$ cat src/rtl/dbg_brk_pkg.sv
package dbg_brk_pkg;
  typedef enum logic {
    BP4_DATA_ADDR = 1'b0,
    BP4_DEST_REG  = 1'b1
  } bp4_mode_e;

  // number of causes: instruction breakpoints + data + register
  function automatic int cause_count(input int num_pc_bp);
    return num_pc_bp + 2;
  endfunction
endpackage

$ cat src/rtl/dbg_brk_regfile.sv
module dbg_brk_regfile #(
  parameter int AW     = 16,
  parameter int NUM_BP = 5,
  parameter int SEL_W  = 3
) (
  input  logic                 clk,
  input  logic                 rst_n,
  input  logic                 bg_mode,
  input  logic                 wr_en,
  input  logic                 rd_en,
  input  logic [SEL_W-1:0]     sel,
  input  logic [AW-1:0]        wdata,
  output logic [AW-1:0]        rdata,
  output logic [NUM_BP*AW-1:0] bp_flat
);
  logic [AW-1:0]     bp_q [NUM_BP];
  logic [NUM_BP-1:0] wr_hit;
  logic              access_ok;

  // only the background debug path may touch the registers
  assign access_ok = bg_mode;

  for (genvar g = 0; g < NUM_BP; g++) begin : g_bp
    assign wr_hit[g] = access_ok && wr_en && (sel == SEL_W'(g));

    always_ff @(posedge clk or negedge rst_n) begin
      if (!rst_n)         bp_q[g] <= '1;
      else if (wr_hit[g]) bp_q[g] <= wdata;
    end

    assign bp_flat[g*AW +: AW] = bp_q[g];
  end

  always_comb begin
    rdata = '0;
    if (access_ok && rd_en) begin
      for (int i = 0; i < NUM_BP; i++) begin
        if (sel == SEL_W'(i)) rdata = bp_q[i];
      end
    end
  end
endmodule

$ cat src/rtl/dbg_brk_cmp.sv
module dbg_brk_cmp
  import dbg_brk_pkg::*;
#(
  parameter int AW        = 16,
  parameter int NUM_PC_BP = 4,
  parameter int MOD_W     = 4,
  parameter int IDX_W     = 5,
  localparam int NUM_BP   = NUM_PC_BP + 1,
  localparam int NHIT     = NUM_PC_BP + 2,
  localparam int KEY_W    = MOD_W + IDX_W
) (
  input  logic [NUM_BP*AW-1:0] bp_flat,
  input  logic                 reg_brk_sel,
  input  logic                 pc_valid,
  input  logic [AW-1:0]        pc_addr,
  input  logic                 dmem_strobe,
  input  logic [AW-1:0]        dmem_addr,
  input  logic                 wb_valid,
  input  logic [MOD_W-1:0]     wb_module,
  input  logic [IDX_W-1:0]     wb_index,
  output logic [NHIT-1:0]      hit_vec
);
  // destination register key: module above index
  function automatic logic [KEY_W-1:0] dest_key(input logic [MOD_W-1:0] m,
                                                input logic [IDX_W-1:0] r);
    return {m, r};
  endfunction

  function automatic logic [KEY_W-1:0] stored_key(input logic [AW-1:0] bp);
    return bp[KEY_W-1:0];
  endfunction

  logic [AW-1:0] bp_dual;
  bp4_mode_e     mode;

  assign bp_dual = bp_flat[NUM_PC_BP*AW +: AW];
  assign mode    = bp4_mode_e'(reg_brk_sel);

  for (genvar g = 0; g < NUM_PC_BP; g++) begin : g_pc
    assign hit_vec[g] = pc_valid && (pc_addr == bp_flat[g*AW +: AW]);
  end

  assign hit_vec[NUM_PC_BP] = (mode == BP4_DATA_ADDR) && dmem_strobe &&
                              (dmem_addr == bp_dual);
  assign hit_vec[NUM_PC_BP+1] = (mode == BP4_DEST_REG) && wb_valid &&
                                (dest_key(wb_module, wb_index) == stored_key(bp_dual));
endmodule

$ cat src/rtl/dbg_brk_arb.sv
module dbg_brk_arb #(
  parameter int NHIT    = 6,
  parameter int CAUSE_W = 3
) (
  input  logic               clk,
  input  logic               rst_n,
  input  logic [NHIT-1:0]    hit_vec,
  input  logic               mon_en,
  input  logic               in_debug,
  output logic               fire,
  output logic               brk_req,
  output logic [CAUSE_W-1:0] brk_cause
);
  // lowest-numbered set bit
  function automatic logic [CAUSE_W-1:0] first_hit(input logic [NHIT-1:0] v);
    logic [CAUSE_W-1:0] r;
    r = '0;
    for (int i = NHIT - 1; i >= 0; i--) begin
      if (v[i]) r = CAUSE_W'(i);
    end
    return r;
  endfunction

  assign fire = mon_en && !in_debug && (|hit_vec);

  always_ff @(posedge clk or negedge rst_n) begin
    if (!rst_n) begin
      brk_req   <= 1'b0;
      brk_cause <= '0;
    end else begin
      brk_req   <= fire;
      brk_cause <= fire ? first_hit(hit_vec) : '0;
    end
  end
endmodule

$ cat src/rtl/dbg_brk_unit.sv
module dbg_brk_unit
  import dbg_brk_pkg::*;
#(
  parameter int AW        = 16,
  parameter int NUM_PC_BP = 4,
  parameter int MOD_W     = 4,
  parameter int IDX_W     = 5,
  localparam int NUM_BP   = NUM_PC_BP + 1,
  localparam int SEL_W    = $clog2(NUM_BP),
  localparam int NHIT     = NUM_PC_BP + 2,
  localparam int CAUSE_W  = $clog2(NUM_PC_BP + 2)
) (
  input  logic               clk,
  input  logic               rst_n,
  input  logic               bg_mode,
  input  logic               dbg_wr_en,
  input  logic               dbg_rd_en,
  input  logic [SEL_W-1:0]   dbg_addr,
  input  logic [AW-1:0]      dbg_wdata,
  output logic [AW-1:0]      dbg_rdata,
  input  logic               mon_en,
  input  logic               reg_brk_sel,
  input  logic               in_debug,
  input  logic               pc_valid,
  input  logic [AW-1:0]      pc_addr,
  input  logic               dmem_strobe,
  input  logic [AW-1:0]      dmem_addr,
  input  logic               wb_valid,
  input  logic [MOD_W-1:0]   wb_module,
  input  logic [IDX_W-1:0]   wb_index,
  output logic               brk_req,
  output logic [CAUSE_W-1:0] brk_cause
);
  logic [NUM_BP*AW-1:0] bp_flat;
  logic [NHIT-1:0]      hit_vec;
  logic                 fire;

  dbg_brk_regfile #(.AW(AW), .NUM_BP(NUM_BP), .SEL_W(SEL_W)) u_regs (
    .clk     (clk),
    .rst_n   (rst_n),
    .bg_mode (bg_mode),
    .wr_en   (dbg_wr_en),
    .rd_en   (dbg_rd_en),
    .sel     (dbg_addr),
    .wdata   (dbg_wdata),
    .rdata   (dbg_rdata),
    .bp_flat (bp_flat)
  );

  dbg_brk_cmp #(.AW(AW), .NUM_PC_BP(NUM_PC_BP), .MOD_W(MOD_W), .IDX_W(IDX_W)) u_cmp (
    .bp_flat     (bp_flat),
    .reg_brk_sel (reg_brk_sel),
    .pc_valid    (pc_valid),
    .pc_addr     (pc_addr),
    .dmem_strobe (dmem_strobe),
    .dmem_addr   (dmem_addr),
    .wb_valid    (wb_valid),
    .wb_module   (wb_module),
    .wb_index    (wb_index),
    .hit_vec     (hit_vec)
  );

  dbg_brk_arb #(.NHIT(NHIT), .CAUSE_W(CAUSE_W)) u_arb (
    .clk       (clk),
    .rst_n     (rst_n),
    .hit_vec   (hit_vec),
    .mon_en    (mon_en),
    .in_debug  (in_debug),
    .fire      (fire),
    .brk_req   (brk_req),
    .brk_cause (brk_cause)
  );
endmodule

$ cat config.mk
export PLATFORM = sky130hd
export DESIGN_NAME = dbg_brk_unit
export DESIGN_NICKNAME = d
export VERILOG_FILES = /design/src/rtl/dbg_brk_pkg.sv /design/src/rtl/dbg_brk_regfile.sv /design/src/rtl/dbg_brk_cmp.sv /design/src/rtl/dbg_brk_arb.sv /design/src/rtl/dbg_brk_unit.sv
export SDC_FILE = /design/constraint.sdc
export NUM_CORES = 1
export LEC_CHECK = 0
export BUFFER_PORTS_ARGS = -buffer_cell sky130_fd_sc_hd__buf_2
export CAP_MARGIN = 20
export CORE_MARGIN = 4
export CORE_UTILIZATION = 56
export CTS_CLUSTER_SIZE = 24
export DETAILED_ROUTE_END_ITERATION = 6
export GPL_ROUTABILITY_DRIVEN = 0
export GPL_TIMING_DRIVEN = 0
export PLACE_DENSITY = 0.89
export SLEW_MARGIN = 20
export SYNTH_ARGS = -nofsm -noshare
export SYNTH_HDL_FRONTEND = slang
export SYNTH_SLANG_ARGS = --single-unit
$ cat constraint.sdc
create_clock -name clk -period 3.6 [get_ports clk]
set_clock_uncertainty 0.1 [all_clocks]
set_input_delay 1.08 -clock clk [delete_from_list [all_inputs] [get_ports clk]]
set_output_delay 1.08 -clock clk [all_outputs]
set_load 0.01 [all_outputs]
**After elaboration in Yosys (flattened, before gate mapping)**

Cells that the tools add are included.

- Reductions and logical operators: 20
- Eq/ne operators: 10
- Muxes and demuxes: 13
- Bitwise operators: 1

Operator list:

| cell | number |
|---|---|
| two-way mux 16 bit | 6 |
| == test 16 bit | 5 |
| two-way mux 3 bit | 7 |
| logical AND 1 bit | 17 |
| == test 9 bit | 1 |
| == test 3 x 2 -> 1 bit, second input constant | 2 |
| OR reduction 6 bit | 1 |
| == test 3 x 1 -> 1 bit, second input constant | 1 |
| == test 3 bit, second input constant | 1 |
| logical NOT 3 bit | 1 |
| logical NOT 1 bit | 1 |
| NOT 1 bit | 1 |

- Register bits after elaboration: 84
- Input port bits: 71

**Longest topological paths before layout**

Gate-level depths: netlist of run 1.

- Depth in word-level cells: 9
- Depth in mapped cells: 7
- Mapped depth without buffers: 6

**Cells and area by module**

A second synthesis of run 1 with hierarchy kept.

- Cells, all modules: 426
- Area total of the unflattened synthesis: 5052.3 sq um

By module, submodules not included:

| module | sequential area each (sq um) | area an instance (sq um) | cells an instance | times used |
|---|---|---|---|---|
| dbg_brk_regfile | 2102.0 | 3862.5 | 286 | 1 |
| dbg_brk_cmp | 0.0 | 1013.5 | 125 | 1 |
| dbg_brk_arb | 100.1 | 176.4 | 15 | 1 |

**Least setup slack after synthesis of run 1**

No wires, ideal clock.

- Kind: input to output
- Start: in dbg_addr[0]
- End: out dbg_rdata[10]
- Arrival time: 2.263 ns
- Stages: 6
- Setup slack: 0.157 ns
- Required time: 2.420 ns
- Cells stage by stage: clkbuf_2 > buf_4 > nor3_2 > buf_2 > a22oi_1 > nor2_1

- Longest elaborated chain between the ends: 7
- Elaborated cells on any way between the ends: 11

Ends and longest elaborated chain:

| item | line | source |
|---|---|---|
| from (decl) | dbg_brk_unit.sv:18 | `input logic [SEL_W-1:0] dbg_addr,` |
| logical NOT 3 bit | dbg_brk_regfile.sv:38 | `if (sel == SEL_W'(i)) rdata = bp_q[i];` |
| two-way mux 16 bit (4 in series) | dbg_brk_regfile.sv:38 |  |
| two-way mux 16 bit (*) | dbg_brk_regfile.sv:38 |  |
| two-way mux 16 bit (*) | dbg_brk_regfile.sv:36 | `if (access_ok && rd_en) begin` |
| to (decl) | dbg_brk_unit.sv:20 | `output logic [AW-1:0] dbg_rdata,` |

Mark *: on every way between the ends. The rest lies on a longest branch, timed or not.

**Worst setup path after layout of run 1**

- Start: in dbg_addr[1]
- End: out dbg_rdata[5]

The elaborated chain is that of the path after synthesis.

==> results of run 1 <==
[state kept, by name, summed over array words and instances (netlist names)]
register / count
u_regs.bp_flat: 80
u_arb.brk_cause: 3
u_arb.brk_req: 1
[final timing paths]
kind	to	slack [ns]
min in group asynchronous	u_arb.brk_req	0.62
worst min-delay path	u_regs.bp_flat[25]	0.54
max in group asynchronous	u_regs.bp_flat[59]	2.10
worst max register to register	u_arb.brk_cause[1]	1.50
worst min register to register	u_regs.bp_flat[25]	0.54
worst max-delay path	dbg_rdata[5]	0.04
[per-stage QoR]
stage / util [%] / total power [uW] / hold slack [ns] / std cells
after global routing: 67.2 / 3240 / 0.546 / 585
after CTS: 66.4 / 3090 / 0.535 / 581
after floorplan: - / 2060 / 0.513 / 384
after global placement: 63.1 / 2290 / 0.518 / 566
final: 67.2 / 3120 / 0.536 / 585
after detailed placement: 63.4 / 2340 / 0.525 / 567
[per-layer routing]
metal | vias to the layer above | GRT usage [%] | part of all wire [%]
met5 | - | 0 | 0.15
met4 | 2 | 11.8 | 3.7
met3 | 52 | 5.32 | 9.3
met2 | 228 | 43.1 | 47
met1 | 1791 | 34.6 | 39
li1 | 1552 | - | -
[critical path, stage by stage]
cell and delay (ns):
buf_2 0.18, buf_6 0.19, buf_6 0.19, mux4_2 0.35, a22oi_1 0.16, nor2_1 0.06
buf_2 0.16
[synth_stat cells (all sizes together)]
library cell,instances
o41a,1
clkbuf,16
dfstp,80
nand2,6
and3b,1
and3,2
dfrtp,4
nor3,1
o21a,1
nor2,19
nor4b,2
buf,12
xnor2,65
a22oi,16
a21boi,1
and2,1
o41ai,1
mux4,16
inv,1
nor4,10
nand4,13
mux2,80
nor3b,1
xor2,24
nand3,8
nor2b,2
[timing repair]
item / CTS / global route
gates cloned: 0 / 2
buffers inserted: 0 / 2
pin swaps: 0 / 1
resized for setup: 12 / 3
endpoints found under the setup margin: 13 / 10
[report_power, final]
group | switching, uW | internal [uW]
Combinational | 364 | 469
Clock | 346 | 402
Sequential | 226 | 1320
Total | 936 | 2190
[cell usage in the layout (no fill, tap or decap), types with 2 or more instances in the layout]
cell and n:
nor2b_1 2, buf_4 7, buf_12 3, mux4_2 16, bufinv_16 2, nor2_1 18, clkbuf_16 2, dfrtp_1 4
clkbuf_1 11, xor2_1 23, nor4_4 2, buf_2 74, clkbuf_8 10, nand4_1 13, clkinvlp_4 2, mux2_2 69
mux2_1 11, and3_1 2, nand2_1 6, buf_6 6, nor4_1 8, clkbuf_2 3, dfstp_2 80, nand3_1 7
a22oi_1 16, xnor2_1 65
[cell families (layout without fill, tap and decap cells)]
family / Yosys count / after routing / synth area share, %
buffers and inverters: 29 / 122 / 3.29
and+or+nand+nor: 66 / 66 / 8.15
muxes: 96 / 96 / 25.4
DFF: 84 / 84 / 44.3
xor gates and xnor gates: 89 / 89 / 15.8
AOI/OAI and AO/OA: 20 / 20 / 3.12
[layout make-up]
type | instances | area share (%)
Buffer | 28 | 3.54
Clock buffer | 10 | 2.36
Clock inverter | 4 | 1.29
Inverter | 1 | 0.0644
Multi-Input combinational cell | 271 | 44.8
Sequential cell | 84 | 37.8
Tap cell | 108 | 2.32
Timing Repair Buffer | 79 | 7.85
==> metrics.yaml, run 1 <==
first_pass_iters: 5
drtAntennaViolNets: 0
slew_headroom_pct: 49.7
cts.hold.buffers_added: 0
place_area_um2: 5500
clk-insertion-delay-late_ns: 0.37
num_vias: 3625
clk_pin_slew_worst_paths_ns: 0.08
antenna_found_initial: 1
drv_cap: 0
yosysTopAreaCell: "dfstp_2"
global_route.usage.total_pct: 26.5
slew_violations: 0
drt_iter0_drc: 315
synth_cells: 384
setup_violations: 0
start_util_pct: 57.3
yosysWarnings: 0
ys_ff_latch: 84
clock.fmax_mhz: 281
first_global_vias: 3718
cp-startpoint: "dbg_addr[1]"
clkSinkCount: 84
syn-num-nets: 455
fin_crit_sh_pct: 99.0
hold_class: "flip-flop to flip-flop"
critPathRequiredTime_ns: 2.42
drive_above_1_share_pct: 59.3
fin_crit_ns: 3.56
p_per_area_nw_per_um2: 535
cts_buffer_depth: 2
r2r_cells: 6
multi_input_area_um2: 2620
grt_pass1_wl_mm: 20.2
cp_max_fo: 10
nets: 545
ys_top_cells_by_area: "dfstp_2, mux2_2, xnor2_1"
status: "finished, final reports clean"
drc: 0
path_class: "input port to output port"
syn_avg_cell_area_um2: 13.0
ctsRootBufferMaster: "clkbuf_8"
rsz0062_at_grt: "false"
post_drt_wl_per_cell_um: 23.3
die_h_um: 102
grt_remaining_overflow: 0
leakagePower_uw: 0.00232
grt_max_degree: 47
end_kind: "output port"
diodes: 0
area_growth_pct: 17.3
dieArea_um2: 10500
place_ws_ns: -0.221
setup_ws_ns: 0.0370
setup.worst_path.start_class: "input port"
numCtsBuffers: 9
worstMarginPinSlew_ns: 0.751
netlist_area_um2: 4970
reg2reg_from: "u_regs.bp_flat[28]"
synth_top_area_share_pct: 42.3
hp-start: "u_regs.bp_flat[25]"
die_x_um: 102
synth-seq-area-share_pct: 44.3
hpwl_mm: 9.79
final_area_um2: 5830
cts.htree.levels: 3
tns_ns: 0
hold_depth: 1
core_um2: 8680
synth_cell_types: 36
row_count: 34
routed_wl_mm: 13.7
routed_via_density: 6.20
io_pins: 91
cts_tree: "yes"
peakVddDrop_mv: 0.260
portBuffers: 74
cp.arrival_ns: 2.38
hold_viol: 0
fillCellCount: 587
seq_area_um2: 2200
No activity file was read; power rests on OpenSTA's default activity.
==> inputs of run 2 (changes only) <==
--- a/config.mk
+++ b/config.mk
@@ -5,15 +5,16 @@
 export SDC_FILE = /design/constraint.sdc
 export NUM_CORES = 1
 export LEC_CHECK = 0
+export ABC_AREA = 1
 export BUFFER_PORTS_ARGS = -buffer_cell sky130_fd_sc_hd__buf_2
 export CAP_MARGIN = 20
 export CORE_MARGIN = 4
-export CORE_UTILIZATION = 56
+export CORE_UTILIZATION = 57
 export CTS_CLUSTER_SIZE = 24
 export DETAILED_ROUTE_END_ITERATION = 6
 export GPL_ROUTABILITY_DRIVEN = 0
 export GPL_TIMING_DRIVEN = 0
-export PLACE_DENSITY = 0.89
+export PLACE_DENSITY = 0.9
 export SLEW_MARGIN = 20
 export SYNTH_ARGS = -nofsm -noshare
 export SYNTH_HDL_FRONTEND = slang
==> run 2 against run 1 <==
First-iteration DRC count rose by 140%. Combinational power fell by 11%. Fmax fell by 0.83%. Global-route usage rose by 5.0 points. Synthesized cell count rose by 93%. Largest cell class unchanged. Highest routed layer is now met4. Core utilization rose by 2.6 points. Largest power group unchanged. Register-to-register slack improved by 0.24 ns. Sequential share of layout area fell by 2.1 points.
==> metrics.yaml, run 2 <==
hpwl_mm: 13.0  # was 9.79 mm
hold_class: "flip-flop to flip-flop"  # unchanged
setup.worst_path.start_class: "input port"  # unchanged
use_met2_pct: 50.7  # was 43.1%
grt_max_degree: 44  # was 47
drtAntennaViolNets: 0  # unchanged
cp_max_fo: 7  # was 10
path_class: "input port to output port"  # unchanged
post_drt_wl_per_cell_um: 18.2  # was 23.3 um
row_count: 34  # unchanged
clock.fmax_mhz: 278  # was 281 MHz
critPathBufInv: 4  # unchanged
portBuffers: 90  # was 74
dieArea_um2: 10800  # was 10,500 um2
synth_edf_count: 0  # unchanged
clk-insertion-delay-late_ns: 0.37  # about the same
grt_remaining_overflow: 0  # unchanged
postSynth.asyncResetShare_pct: 100  # unchanged
syn_avg_cell_area_um2: 7.10  # was 13.0 um2
p_per_area_nw_per_um2: 463  # was 535 nW/um2
rsz0062_at_grt: "true"  # was false
yosysWarnings: 0  # unchanged
p_total_uw: 2860  # was 3120 uW
first_global_vias: 5259  # was 3,718
synthTopCellsByCount: "nand2_1, inv_1, o21ai_1, dfstp_2, nor2_1"  # was dfstp_2, mux2_2, xnor2_1, xor2_1, nor2_1
ctsRootBufferMaster: "clkbuf_8"  # unchanged
area_growth_pct: 17.5  # was 17.3%
path_cells: "buf_2 -> inv_2 -> nor3_4 -> buf_4 -> nand2_1 -> o21ai_0 -> a211oi_1 -> a211oi_2 -> buf_2"  # was buf_2 -> buf_6 -> buf_6 -> mux4_2 -> a22oi_1 -> nor2_1 -> buf_2
slowest_stage: "a211oi_1"  # was mux4_2
drc: 0  # unchanged
drt_iter0_drc: 741  # was 315
largest_reg_flops: 80  # unchanged
final_cell_mix: "nand2_1, buf_2, inv_1"  # was dfstp_2, buf_2, mux2_2
yosysMostFrequentCell: "nand2_1"  # was dfstp_2
synth-seq-area-share_pct: 41.9  # was 44.3%
start_util_pct: 59.4  # was 57.3%
dpl.cell_count: 939  # was 567
synth_top_area_share_pct: 40.0  # was 42.3%
final_util_pct: 69.8  # was 67.2%
clk_pin_slew_worst_paths_ns: 0.08  # about the same
synth_cells: 740  # was 384
critical-path-top-delay-family: "compound AO/OA/AOI/OAI gates"  # was buffers and inverters
cts_buffer_depth: 2  # unchanged
setup_ws_ns: 0.00723  # was 0.0370 ns
fin_crit_sh_pct: 99.8  # was 99.0%
cp.arrival_ns: 2.41  # was 2.38 ns
critPathMaxStageDelay_ns: 0.42  # was 0.35 ns
cts.hold.buffers_added: 0  # unchanged
use_met3_pct: 7.26  # was 5.32%
core_um2: 8850  # was 8680 um2
hold_viol: 0  # unchanged
final_common_cell: "nand2_1"  # was dfstp_2
end_kind: "output port"  # unchanged
synth_cell_types: 34  # was 36
routed_via_density: 5.81  # was 6.20
ys_ff_latch: 84  # unchanged
critPathRequiredTime_ns: 2.42  # about the same
routed_wl_mm: 17.5  # was 13.7 mm
fin_crit_ns: 3.59  # was 3.56 ns
drive_above_1_share_pct: 29.4  # was 59.3%
die_h_um: 104  # was 102 um
numCtsBuffers: 9  # unchanged
netlist_area_um2: 5260  # was 4970 um2
drv_cap: 0  # unchanged
whs_ns: 0.382  # was 0.536 ns
clkSinkCount: 84  # unchanged
peakVddDrop_mv: 0.249  # was 0.260 mV
cts.htree.levels: 3  # unchanged
io_pins: 91  # unchanged
slew_headroom_pct: 52.0  # was 49.7%
die_x_um: 104  # was 102 um
status: "finished, final reports clean"  # unchanged
leakagePower_uw: 0.00301  # was 0.00232 uW
synth-main-ff-cell: "dfstp_2"  # unchanged
setup_violations: 0  # unchanged
first_pass_iters: 6  # was 5
antenna_found_initial: 0  # was 1
stdcell_count: 963  # was 585
num_vias: 5599  # was 3,625
slew_violations: 0  # unchanged
global_route.usage.total_pct: 31.5  # was 26.5%
gr-usage-met1_pct: 40.3  # was 34.6%
ys_top_cells_by_area: "dfstp_2, nand2_1, o21ai_1"  # was dfstp_2, mux2_2, xnor2_1
grt_pass1_wl_mm: 26.8  # was 20.2 mm
grt.busiest_layer: "met2"  # unchanged
diodes: 0  # unchanged
worstMarginPinSlew_ns: 0.720  # was 0.751 ns
syn-num-nets: 811  # was 455
nets: 921  # was 545
cts_tree: "yes"  # unchanged
yosysTopAreaCell: "dfstp_2"  # unchanged
cpMostUsedCell: "buf_2"
place_ws_ns: -0.216  # was -0.221 ns
-- run 2: power breakdown --
part | total, uW | switching (uW) | internal (uW)
registers | 1480 | 206 | 1270
clock network | 642 | 354 | 288
logic | 739 | 452 | 288
-- run 2: timing repair --
| action | 4_1_cts | 5_1_grt |
|---|---|---|
| buffers inserted | 3 | 4 |
| pin swaps | 2 | 1 |
| gates resized for setup | 4 | 12 |
| setup endpoints to repair | 16 | 16 |
| cloned | 0 | 1 |
-- run 2: kinds of logic after synthesis --
| family | count (synthesis) | synth area share (%) |
|---|---|---|
| AO/OA/AOI/OAI | 177 | 20.7 |
| XOR/XNOR | 15 | 2.50 |
| buffers and inverters | 128 | 9.59 |
| flip-flops | 84 | 41.9 |
| AND/OR/NAND/NOR | 336 | 25.3 |
-- run 2: worst min-delay path, stage by stage, from the launching register on --
cell and delay [ns]:
dfstp_2 0.37, nand2_1 0.05, o21ai_1 0.06
-- run 2: path summary, 6_finish.rpt --
kind / start / endpoint / slack [ns] / depth (start not counted)
max in group asynchronous: rst_n / u_regs.bp_flat[34] / 2.13 / 2
hold / removal: u_regs.bp_flat[56] / u_regs.bp_flat[56] / 0.38 / 2
setup reg to reg: u_regs.bp_flat[7] / u_arb.brk_cause[0] / 1.74 / 8
min in group asynchronous: rst_n / u_regs.bp_flat[73] / 0.91 / 1
setup / recovery: dbg_addr[0] / dbg_rdata[13] / 0.007 / 9
hold reg to reg: u_regs.bp_flat[56] / u_regs.bp_flat[56] / 0.38 / 2
-- run 2: routing by layer --
| metal | share of wire (%) | routed length [um] |
|---|---|---|
| met5 | 0 | 0 |
| met4 | 4.7 | 821 |
| met3 | 11 | 1920 |
| met2 | 45 | 7890 |
| met1 | 39 | 6860 |
-- run 2: through the flow --
step	TNS [ns]	instance area (um2)
final	0	6180
after global routing	-0.0580	6180
after CTS	0	6100
after detailed placement	-1.57	5860
after global placement	-1.46	5840
after floorplan	0	5260
-- run 2: layout make-up --
class / count / area, um2
plain buffers: 21 / 113
clock buffers: 11 / 151
clock inverters: 5 / 36.3
fillers: 785 / 2670
inverters: 107 / 409
multi-input cells: 528 / 2580
flip-flops and latches: 84 / 2200
well taps: 108 / 135
repair buffers: 99 / 546
